File: config.mk
export PLATFORM = sky130hd
export DESIGN_NAME = adc_scan_seq
export DESIGN_NICKNAME = d
export VERILOG_FILES = /design/src/rtl/adc_seq_pkg.sv /design/src/rtl/adc_clk_div.sv /design/src/rtl/adc_chan_pick.sv /design/src/rtl/adc_sar_core.sv /design/src/rtl/adc_result_bank.sv /design/src/rtl/adc_scan_seq.sv
export SDC_FILE = /design/constraint.sdc
export NUM_CORES = 1
export LEC_CHECK = 0
export ABC_AREA = 1
export BUFFER_PORTS_ARGS = -buffer_cell sky130_fd_sc_hd__buf_2
export CORE_UTILIZATION = 53
export DETAILED_ROUTE_END_ITERATION = 8
export PLACE_DENSITY = 0.75
export SYNTH_ARGS = -nofsm -noshare
export SYNTH_HDL_FRONTEND = slang
export SYNTH_SLANG_ARGS = --single-unit
File: constraint.sdc
create_clock -name clk -period 1.75 [get_ports clk]
set_input_delay 0 -clock clk [delete_from_list [all_inputs] [get_ports clk]]
set_output_delay 0 -clock clk [all_outputs]
set_load 0.01 [all_outputs]
File: src/rtl/adc_seq_pkg.sv
package adc_seq_pkg;

   typedef enum logic [1:0] {
      ST_IDLE   = 2'd0,
      ST_SAMPLE = 2'd1,
      ST_CONV   = 2'd2
   } sar_state_t;

   localparam logic [2:0] START_NONE = 3'd0;
   localparam logic [2:0] START_NOW  = 3'd1;
   localparam logic [2:0] START_TRG0 = 3'd2;

   typedef struct packed {
      logic [7:0] mask;
      logic [7:0] div;
      logic [6:0] spare;
      logic [2:0] len;
      logic       burst;
      logic       enable;
      logic       fall;
      logic [2:0] start;
   } ctrl_t;

endpackage

File: src/rtl/adc_clk_div.sv
module adc_clk_div #(
   parameter int DIV_W = 8
) (
   input  logic             clk,
   input  logic             rst_n,
   input  logic             run_i,
   input  logic [DIV_W-1:0] div_i,
   output logic             tick_o
);

   logic [DIV_W-1:0] cnt_q;

   assign tick_o = run_i && (cnt_q == div_i);

   always_ff @(posedge clk or negedge rst_n) begin
      if (!rst_n) begin
         cnt_q <= '0;
      end else if (!run_i || tick_o) begin
         cnt_q <= '0;
      end else begin
         cnt_q <= cnt_q + 1'b1;
      end
   end

endmodule

File: src/rtl/adc_chan_pick.sv
module adc_chan_pick #(
   parameter int NCH  = 8,
   parameter int CH_W = 3
) (
   input  logic [NCH-1:0]  mask_i,
   input  logic [CH_W-1:0] last_i,
   output logic [CH_W-1:0] first_o,
   output logic [CH_W-1:0] next_o
);

   logic [NCH-1:0] eff;

   always_comb begin
      eff = (mask_i == '0) ? NCH'(1) : mask_i;
      first_o = '0;
      for (int i = NCH - 1; i >= 0; i--) begin
         if (eff[i]) first_o = CH_W'(i);
      end
      next_o = first_o;
      for (int i = NCH - 1; i >= 0; i--) begin
         if (eff[i] && (i > int'(last_i))) next_o = CH_W'(i);
      end
   end

endmodule

File: src/rtl/adc_sar_core.sv
module adc_sar_core
   import adc_seq_pkg::*;
#(
   parameter int RES_W = 10,
   parameter int IDX_W = 4
) (
   input  logic             clk,
   input  logic             rst_n,
   input  logic             go_i,
   input  logic [IDX_W-1:0] lsb_i,
   input  logic             tick_i,
   input  logic             cmp_i,
   output logic             busy_o,
   output logic             sample_o,
   output logic [RES_W-1:0] dac_o,
   output logic             done_o,
   output logic [RES_W-1:0] result_o
);

   localparam logic [RES_W-1:0] ONE_HOT0 = RES_W'(1);
   localparam logic [IDX_W-1:0] TOP_IDX  = IDX_W'(RES_W - 1);

   sar_state_t       state_q;
   logic [RES_W-1:0] acc_q;
   logic [IDX_W-1:0] idx_q;
   logic [IDX_W-1:0] lsb_q;
   logic [RES_W-1:0] trial;
   logic             last_bit;

   assign trial    = acc_q | (ONE_HOT0 << idx_q);
   assign last_bit = (idx_q == lsb_q);
   assign busy_o   = (state_q != ST_IDLE);
   assign sample_o = (state_q == ST_SAMPLE);
   assign dac_o    = (state_q == ST_CONV) ? trial : '0;
   assign done_o   = (state_q == ST_CONV) && tick_i && last_bit;
   assign result_o = cmp_i ? trial : acc_q;

   always_ff @(posedge clk or negedge rst_n) begin
      if (!rst_n) begin
         state_q <= ST_IDLE;
         acc_q   <= '0;
         idx_q   <= '0;
         lsb_q   <= '0;
      end else begin
         case (state_q)
            ST_IDLE: begin
               if (go_i) begin
                  state_q <= ST_SAMPLE;
                  acc_q   <= '0;
                  idx_q   <= TOP_IDX;
                  lsb_q   <= lsb_i;
               end
            end
            ST_SAMPLE: begin
               if (tick_i) state_q <= ST_CONV;
            end
            ST_CONV: begin
               if (tick_i) begin
                  if (cmp_i) acc_q <= trial;
                  if (last_bit) state_q <= ST_IDLE;
                  else          idx_q   <= idx_q - 1'b1;
               end
            end
            default: state_q <= ST_IDLE;
         endcase
      end
   end

   assert_hold_between_ticks_R1: assert property (@(posedge clk) disable iff (!rst_n)
      (busy_o && !tick_i) |=> $stable(dac_o));

   assert_busy_drops_R11: assert property (@(posedge clk) disable iff (!rst_n)
      done_o |=> !busy_o);

   assert_strobe_then_trial_R2: assert property (@(posedge clk) disable iff (!rst_n)
      (sample_o && tick_i) |=> (dac_o == (ONE_HOT0 << TOP_IDX)));

endmodule

File: src/rtl/adc_result_bank.sv
module adc_result_bank #(
   parameter int NCH   = 8,
   parameter int RES_W = 10,
   parameter int CH_W  = 3
) (
   input  logic                      clk,
   input  logic                      rst_n,
   input  logic                      wr_i,
   input  logic [CH_W-1:0]           wr_ch_i,
   input  logic [RES_W-1:0]          wr_data_i,
   input  logic                      rd_i,
   input  logic [CH_W-1:0]           rd_ch_i,
   output logic [NCH-1:0][RES_W-1:0] res_o,
   output logic [NCH-1:0]            done_o,
   output logic [NCH-1:0]            ovr_o
);

   for (genvar c = 0; c < NCH; c++) begin : g_ch
      logic wr_hit;
      logic rd_hit;
      assign wr_hit = wr_i && (wr_ch_i == CH_W'(c));
      assign rd_hit = rd_i && (rd_ch_i == CH_W'(c));

      always_ff @(posedge clk or negedge rst_n) begin
         if (!rst_n) begin
            res_o[c]  <= '0;
            done_o[c] <= 1'b0;
            ovr_o[c]  <= 1'b0;
         end else if (wr_hit) begin
            res_o[c]  <= wr_data_i;
            done_o[c] <= 1'b1;
            ovr_o[c]  <= (ovr_o[c] | done_o[c]) & ~rd_hit;
         end else if (rd_hit) begin
            done_o[c] <= 1'b0;
            ovr_o[c]  <= 1'b0;
         end
      end
   end

   assert_done_set_R9: assert property (@(posedge clk) disable iff (!rst_n)
      wr_i |=> done_o[$past(wr_ch_i)]);

   assert_overrun_flag_R10: assert property (@(posedge clk) disable iff (!rst_n)
      (wr_i && done_o[wr_ch_i] && !(rd_i && (rd_ch_i == wr_ch_i)))
      |=> ovr_o[$past(wr_ch_i)]);

endmodule

File: src/rtl/adc_scan_seq.sv
module adc_scan_seq
   import adc_seq_pkg::*;
#(
   parameter int NCH    = 8,
   parameter int RES_W  = 10,
   parameter int NTRIG  = 6,
   parameter int DIV_W  = 8,
   parameter int ADDR_W = 4
) (
   input  logic              clk,
   input  logic              rst_n,
   input  logic              reg_wr,
   input  logic              reg_rd,
   input  logic [ADDR_W-1:0] reg_addr,
   input  logic [31:0]       reg_wdata,
   output logic [31:0]       reg_rdata,
   input  logic [NTRIG-1:0]  trig_in,
   input  logic              cmp_in,
   output logic [$clog2(NCH)-1:0] chan_sel,
   output logic              sample_strb,
   output logic              busy,
   output logic [RES_W-1:0]  dac_code,
   output logic              irq
);

   localparam int CH_W     = $clog2(NCH);
   localparam int IDX_W    = $clog2(RES_W);
   localparam int RES_BASE = 1 << (ADDR_W - 1);
   localparam int DONE_BIT = 16;
   localparam int OVR_BIT  = 17;

   if (NCH < 2 || NCH > 8) begin : g_bad_nch
      $error("NCH must lie between 2 and 8");
   end
   if (RES_W < 8 || RES_W > 16) begin : g_bad_res
      $error("RES_W must lie between 8 and 16");
   end
   if (NTRIG < 1 || NTRIG > 6) begin : g_bad_trig
      $error("NTRIG must lie between 1 and 6");
   end
   if (DIV_W < 1 || DIV_W > 8) begin : g_bad_div
      $error("DIV_W must lie between 1 and 8");
   end
   if (ADDR_W < CH_W + 1) begin : g_bad_addr
      $error("ADDR_W too small for the result window");
   end

   ctrl_t            ctrl_q;
   logic             sw_pend_q;
   logic [NTRIG-1:0] trig_q;
   logic [CH_W-1:0]  last_q;
   logic [CH_W-1:0]  chan_q;
   logic [CH_W-1:0]  first_ch;
   logic [CH_W-1:0]  next_ch;
   logic             edge_hit;
   logic             go;
   logic             tick;
   logic             res_valid;
   logic [RES_W-1:0] res_data;
   logic [IDX_W-1:0] lsb_sel;
   logic             wr_ctrl;
   logic             rd_res;
   logic [CH_W-1:0]  rd_ch;
   logic [NCH-1:0][RES_W-1:0] res_all;
   logic [NCH-1:0]   done_all;
   logic [NCH-1:0]   ovr_all;
   logic [31:0]      res_word;

   assign wr_ctrl = reg_wr && (reg_addr == '0);
   assign rd_ch   = CH_W'(int'(reg_addr) - RES_BASE);
   assign rd_res  = reg_rd && (int'(reg_addr) >= RES_BASE)
                           && (int'(reg_addr) - RES_BASE < NCH);

   always_comb begin
      int k;
      edge_hit = 1'b0;
      k = int'(ctrl_q.start) - int'(START_TRG0);
      if (ctrl_q.start >= START_TRG0 && k < NTRIG) begin
         edge_hit = ctrl_q.fall ? (trig_q[k] & ~trig_in[k])
                                : (~trig_q[k] & trig_in[k]);
      end
   end

   assign go      = !busy && ctrl_q.enable && (ctrl_q.burst || sw_pend_q || edge_hit);
   assign lsb_sel = ctrl_q.burst ? IDX_W'(ctrl_q.len) : '0;

   always_ff @(posedge clk or negedge rst_n) begin
      if (!rst_n) begin
         ctrl_q    <= '0;
         sw_pend_q <= 1'b0;
         trig_q    <= '0;
         last_q    <= CH_W'(NCH - 1);
         chan_q    <= '0;
      end else begin
         trig_q <= trig_in;
         if (wr_ctrl) ctrl_q <= ctrl_t'(reg_wdata);
         if (go || !ctrl_q.enable) sw_pend_q <= 1'b0;
         if (wr_ctrl && reg_wdata[2:0] == START_NOW) sw_pend_q <= 1'b1;
         if (go) chan_q <= ctrl_q.burst ? next_ch : first_ch;
         if (!ctrl_q.burst) last_q <= CH_W'(NCH - 1);
         else if (go)       last_q <= next_ch;
      end
   end

   adc_chan_pick #(.NCH(NCH), .CH_W(CH_W)) u_pick (
      .mask_i  (ctrl_q.mask[NCH-1:0]),
      .last_i  (last_q),
      .first_o (first_ch),
      .next_o  (next_ch)
   );

   adc_clk_div #(.DIV_W(DIV_W)) u_div (
      .clk    (clk),
      .rst_n  (rst_n),
      .run_i  (busy),
      .div_i  (ctrl_q.div[DIV_W-1:0]),
      .tick_o (tick)
   );

   adc_sar_core #(.RES_W(RES_W), .IDX_W(IDX_W)) u_core (
      .clk      (clk),
      .rst_n    (rst_n),
      .go_i     (go),
      .lsb_i    (lsb_sel),
      .tick_i   (tick),
      .cmp_i    (cmp_in),
      .busy_o   (busy),
      .sample_o (sample_strb),
      .dac_o    (dac_code),
      .done_o   (res_valid),
      .result_o (res_data)
   );

   adc_result_bank #(.NCH(NCH), .RES_W(RES_W), .CH_W(CH_W)) u_bank (
      .clk       (clk),
      .rst_n     (rst_n),
      .wr_i      (res_valid),
      .wr_ch_i   (chan_q),
      .wr_data_i (res_data),
      .rd_i      (rd_res),
      .rd_ch_i   (rd_ch),
      .res_o     (res_all),
      .done_o    (done_all),
      .ovr_o     (ovr_all)
   );

   always_comb begin
      res_word = '0;
      res_word[RES_W-1:0] = res_all[rd_ch];
      res_word[DONE_BIT]  = done_all[rd_ch];
      res_word[OVR_BIT]   = ovr_all[rd_ch];
   end

   always_ff @(posedge clk or negedge rst_n) begin
      if (!rst_n) begin
         reg_rdata <= '0;
      end else if (reg_rd) begin
         if (reg_addr == '0) reg_rdata <= ctrl_q;
         else if (rd_res)    reg_rdata <= res_word;
         else                reg_rdata <= '0;
      end
   end

   assign chan_sel = chan_q;
   assign irq      = |done_all;

   assert_quiet_when_off_R8: assert property (@(posedge clk) disable iff (!rst_n)
      (!ctrl_q.enable && !busy) |=> !busy);

   assert_chan_in_mask_R5: assert property (@(posedge clk) disable iff (!rst_n)
      $rose(busy) |-> (ctrl_q.mask[chan_q]
                       || (ctrl_q.mask[NCH-1:0] == '0 && chan_q == '0)));

   assert_irq_follows_done_R12: assert property (@(posedge clk) disable iff (!rst_n)
      res_valid |=> irq);

endmodule

==> flow_summary.toml <==
[run_status]
status = "complete, but fails checks"
violations = "setup timing"

[floorplan]
dieWidth_um = 134
rows = 47
coreArea_um2 = 16800
die_area_um2 = 17800
io_pins = 95
die-height_um = 134
start_util_pct = 54.7

[critical_path]
crit_arrival_ps = 2270
crit_path_end_kind = "flip-flop"
crit_family = "simple AND/OR/NAND/NOR gates"
crit_chain = "xnor2_2 -> nand3_1 -> nor3_2 -> nand2_2 -> nor2_8 -> buf_12 -> nand3_4 -> clkbuf_16 -> nand2_2 -> o21ai_1"
crit_required_ps = 2080
critPathBufInv = 2
cp_slowest_cell = "dfrtp_2"
max_stage_delay_ps = 460
startpoint_type = "flip-flop"
path_max_fanout = 7
criticalPathCategory = "flip-flop to flip-flop"
critPathMostFrequentCell = "nand2_2"

[sta]
fin_ws_ps = -184
finalClockSkew_ps = 10.1
tns_ps = -11700
setup_viol = 116
finalHoldViolCount = 0
rsz0062_at_grt = "true"
finalCriticalPeriod_ps = 1930
maxSlewHeadroom_pct = 64.0
worst_pin_slew_ps = 540
fin_crit_sh_pct = 111
timing.fmax_mhz = 517
hold-worst-slack_ps = 32.5
drv_slew = 0

[logic_synthesis]
synth-seq-cells = 200
syn_inst = 1073
synth_top_area_share_pct = 53.8
syn_area_per_cell_um2 = 8.55
yosys_warnings = 0
yosysTopAreaCell = "dfrtp_1"
synthesis.area_um2 = 9170
async_reset_ff_share_pct = 100
synth-edff-count = 0
mappedNetlistNets = 1127
synth_ff_type = "dfrtp_1"
synth_top_family_by_area = "simple AND/OR/NAND/NOR gates"
ys_types = 40
synthMuxAreaShare_pct = 0
synth-compound-area-share_pct = 15.2
yosysSeqAreaShare_pct = 54.6
synth-xor-area-share_pct = 0.860
synth_fa_ha_area_share_pct = 0.955
yosys.area_share.simple_pct = 21.8
netlist_top_cells_area = "dfrtp_1, nand2_1, o21ai_1"

[cells_and_area]
layout_common_cells = "nand2_1, dfrtp_1, buf_2, o21ai_1, inv_1"
final_common_cell = "nand2_1"
fillCellCount = 1195
nets = 1317
fin_area_um2 = 12200
area_growth_pct = 32.6
drive_above_1_share_pct = 26.0
antenna_cells = 0

[place]
hpwlAfterDp_mm = 15.7
gp_congestion = 0.888
portBuffers = 94
placed_area_um2 = 10400

[clock_tree]
cts_tree = "yes"
clock_sinks = 200
clk_pin_slew_ps = 70
clk_latency_ps = 450
root_buffer = "clkbuf_16"
cts-buffers-inserted = 17
cts_max_level = 4
clk_path_buf_depth = 2

[global_routing]
antenna_found_initial = 0
grt_pass1_wl_mm = 39.4
grt_max_degree = 63
grt_use_total_pct = 28.4
grt_pass1_vias = 7890
overflow = 0

[route]
wl_per_cell_um = 17.7
wl_mm = 26.6
drtIter0Drc = 807
vias_per_cell = 5.75
ant_nets = 0
drcViolationCount = 0
drt-pass1-iter-count = 5
vias = 8601

[flow_run]
maxCapViolCount = 0

[power_and_ir_drop]
p_per_area_nw_per_um2 = 1130
leakage_nw = 6.02
ir_worst_vdd_mv = 0.863

[min_path]
holdCritPathClass = "input pin to flip-flop"
[area by class of cell]
type | count | area, um2 | share of cell area (%)
Timing Repair Buffer | 221 | 1890 | 15.5
Sequential cell | 200 | 5010 | 41.2
Tap cell | 220 | 275 | 2.26
Clock buffer | 22 | 464 | 3.82
Multi-Input combinational cell | 738 | 3990 | 32.8
Clock inverter | 10 | 214 | 1.76
Inverter | 85 | 327 | 2.69
[final timing paths]
check / from / endpoint / slack (ps) / depth (start not counted)
worst min register to register: reg_rdata[27] / reg_rdata[27] / 480 / 2
worst max-delay path: ctrl_q[17] / u_bank.res_o[57] / -180 / 10
max in group asynchronous: rst_n / u_bank.done_o[0] / 1030 / 3
min in group asynchronous: rst_n / u_div.cnt_q[1] / 90 / 2
worst min-delay path: reg_addr[2] / reg_rdata[0] / 30 / 5
worst max register to register: ctrl_q[17] / u_bank.res_o[57] / -180 / 10
[synth_stat cells (8+ instances only)]
cell and number:
nand2_1 318, dfrtp_1 197, o21ai_1 92, inv_1 80
nor2_1 71, o21ai_0 57, nand3_1 42, o22ai_1 38
buf_2 19, clkbuf_1 19, a21oi_1 18, a31oi_1 10
nor3_1 10, o31ai_1 10, buf_6 9, nand3_2 9
or2_2 8
[worst register-to-register path: cells and delay by family, from the launching register on]
| kind | cells | cell delay (ps) |
|---|---|---|
| compound gates | 1 | 60 |
| xor+xnor | 1 | 170 |
| buf+inv | 2 | 380 |
| flops | 1 | 460 |
| simple gates | 6 | 750 |
[timing repair]
action	CTS	global route
cloned	0	6
setup buffers	2	4
hold endpoints to repair	236	0
gates resized for setup	29	115
pin swaps	12	10
endpoints found under the setup margin	116	140
hold buffers	39	0
[flip-flops by register name, summed over array words and instances, names as in the netlist]
register	flops
chan_sel	3
ctrl_q	32
last_q	3
reg_rdata	32
sw_pend_q	1
trig_q	6
u_bank.done_o	8
u_bank.ovr_o	8
u_bank.res_o	80
u_core.acc_q	10
u_core.idx_q	4
u_core.lsb_q	3
u_core.state_q	2
u_div.cnt_q	8
[cells by family (layout without fill, tap and decap cells)]
| group | Yosys count | count (layout) |
|---|---|---|
| xor gates and xnor gates | 9 | 9 |
| and+or+nand+nor | 475 | 475 |
| DFF | 200 | 200 |
| buffers and inverters | 135 | 338 |
| adders and majority gates | 7 | 7 |
| AOI/OAI and AO/OA | 247 | 247 |
[report_power, final]
part	total, mW	switching, mW	internal (mW)
registers	5.57	0.447	5.12
clock network	4.54	1.77	2.77
logic	3.66	2.21	1.45
[per-layer routing]
| layer | share of wire [%] | GRT usage (%) | vias up |
|---|---|---|---|
| li1 | - | - | 3948 |
| met4 | 3.9 | 10.6 | 0 |
| met1 | 41 | 37.2 | 4143 |
| met3 | 6.8 | 5.71 | 111 |
| met2 | 48 | 46.8 | 399 |
| met5 | 0 | 0 | - |
[metrics by stage]
stage	total power [mW]	worst slack, ps	utilization, %	std cells
detailed placement	8.70	-203	62.2	1413
floorplan	7.47	5.25	-	1073
CTS	13.5	-46.6	69.2	1486
global route	14.4	-266	72.6	1496
finish	13.8	-184	72.6	1496
global placement	8.62	-99.7	62.2	1413
Power figures use the tool's default switching activity.
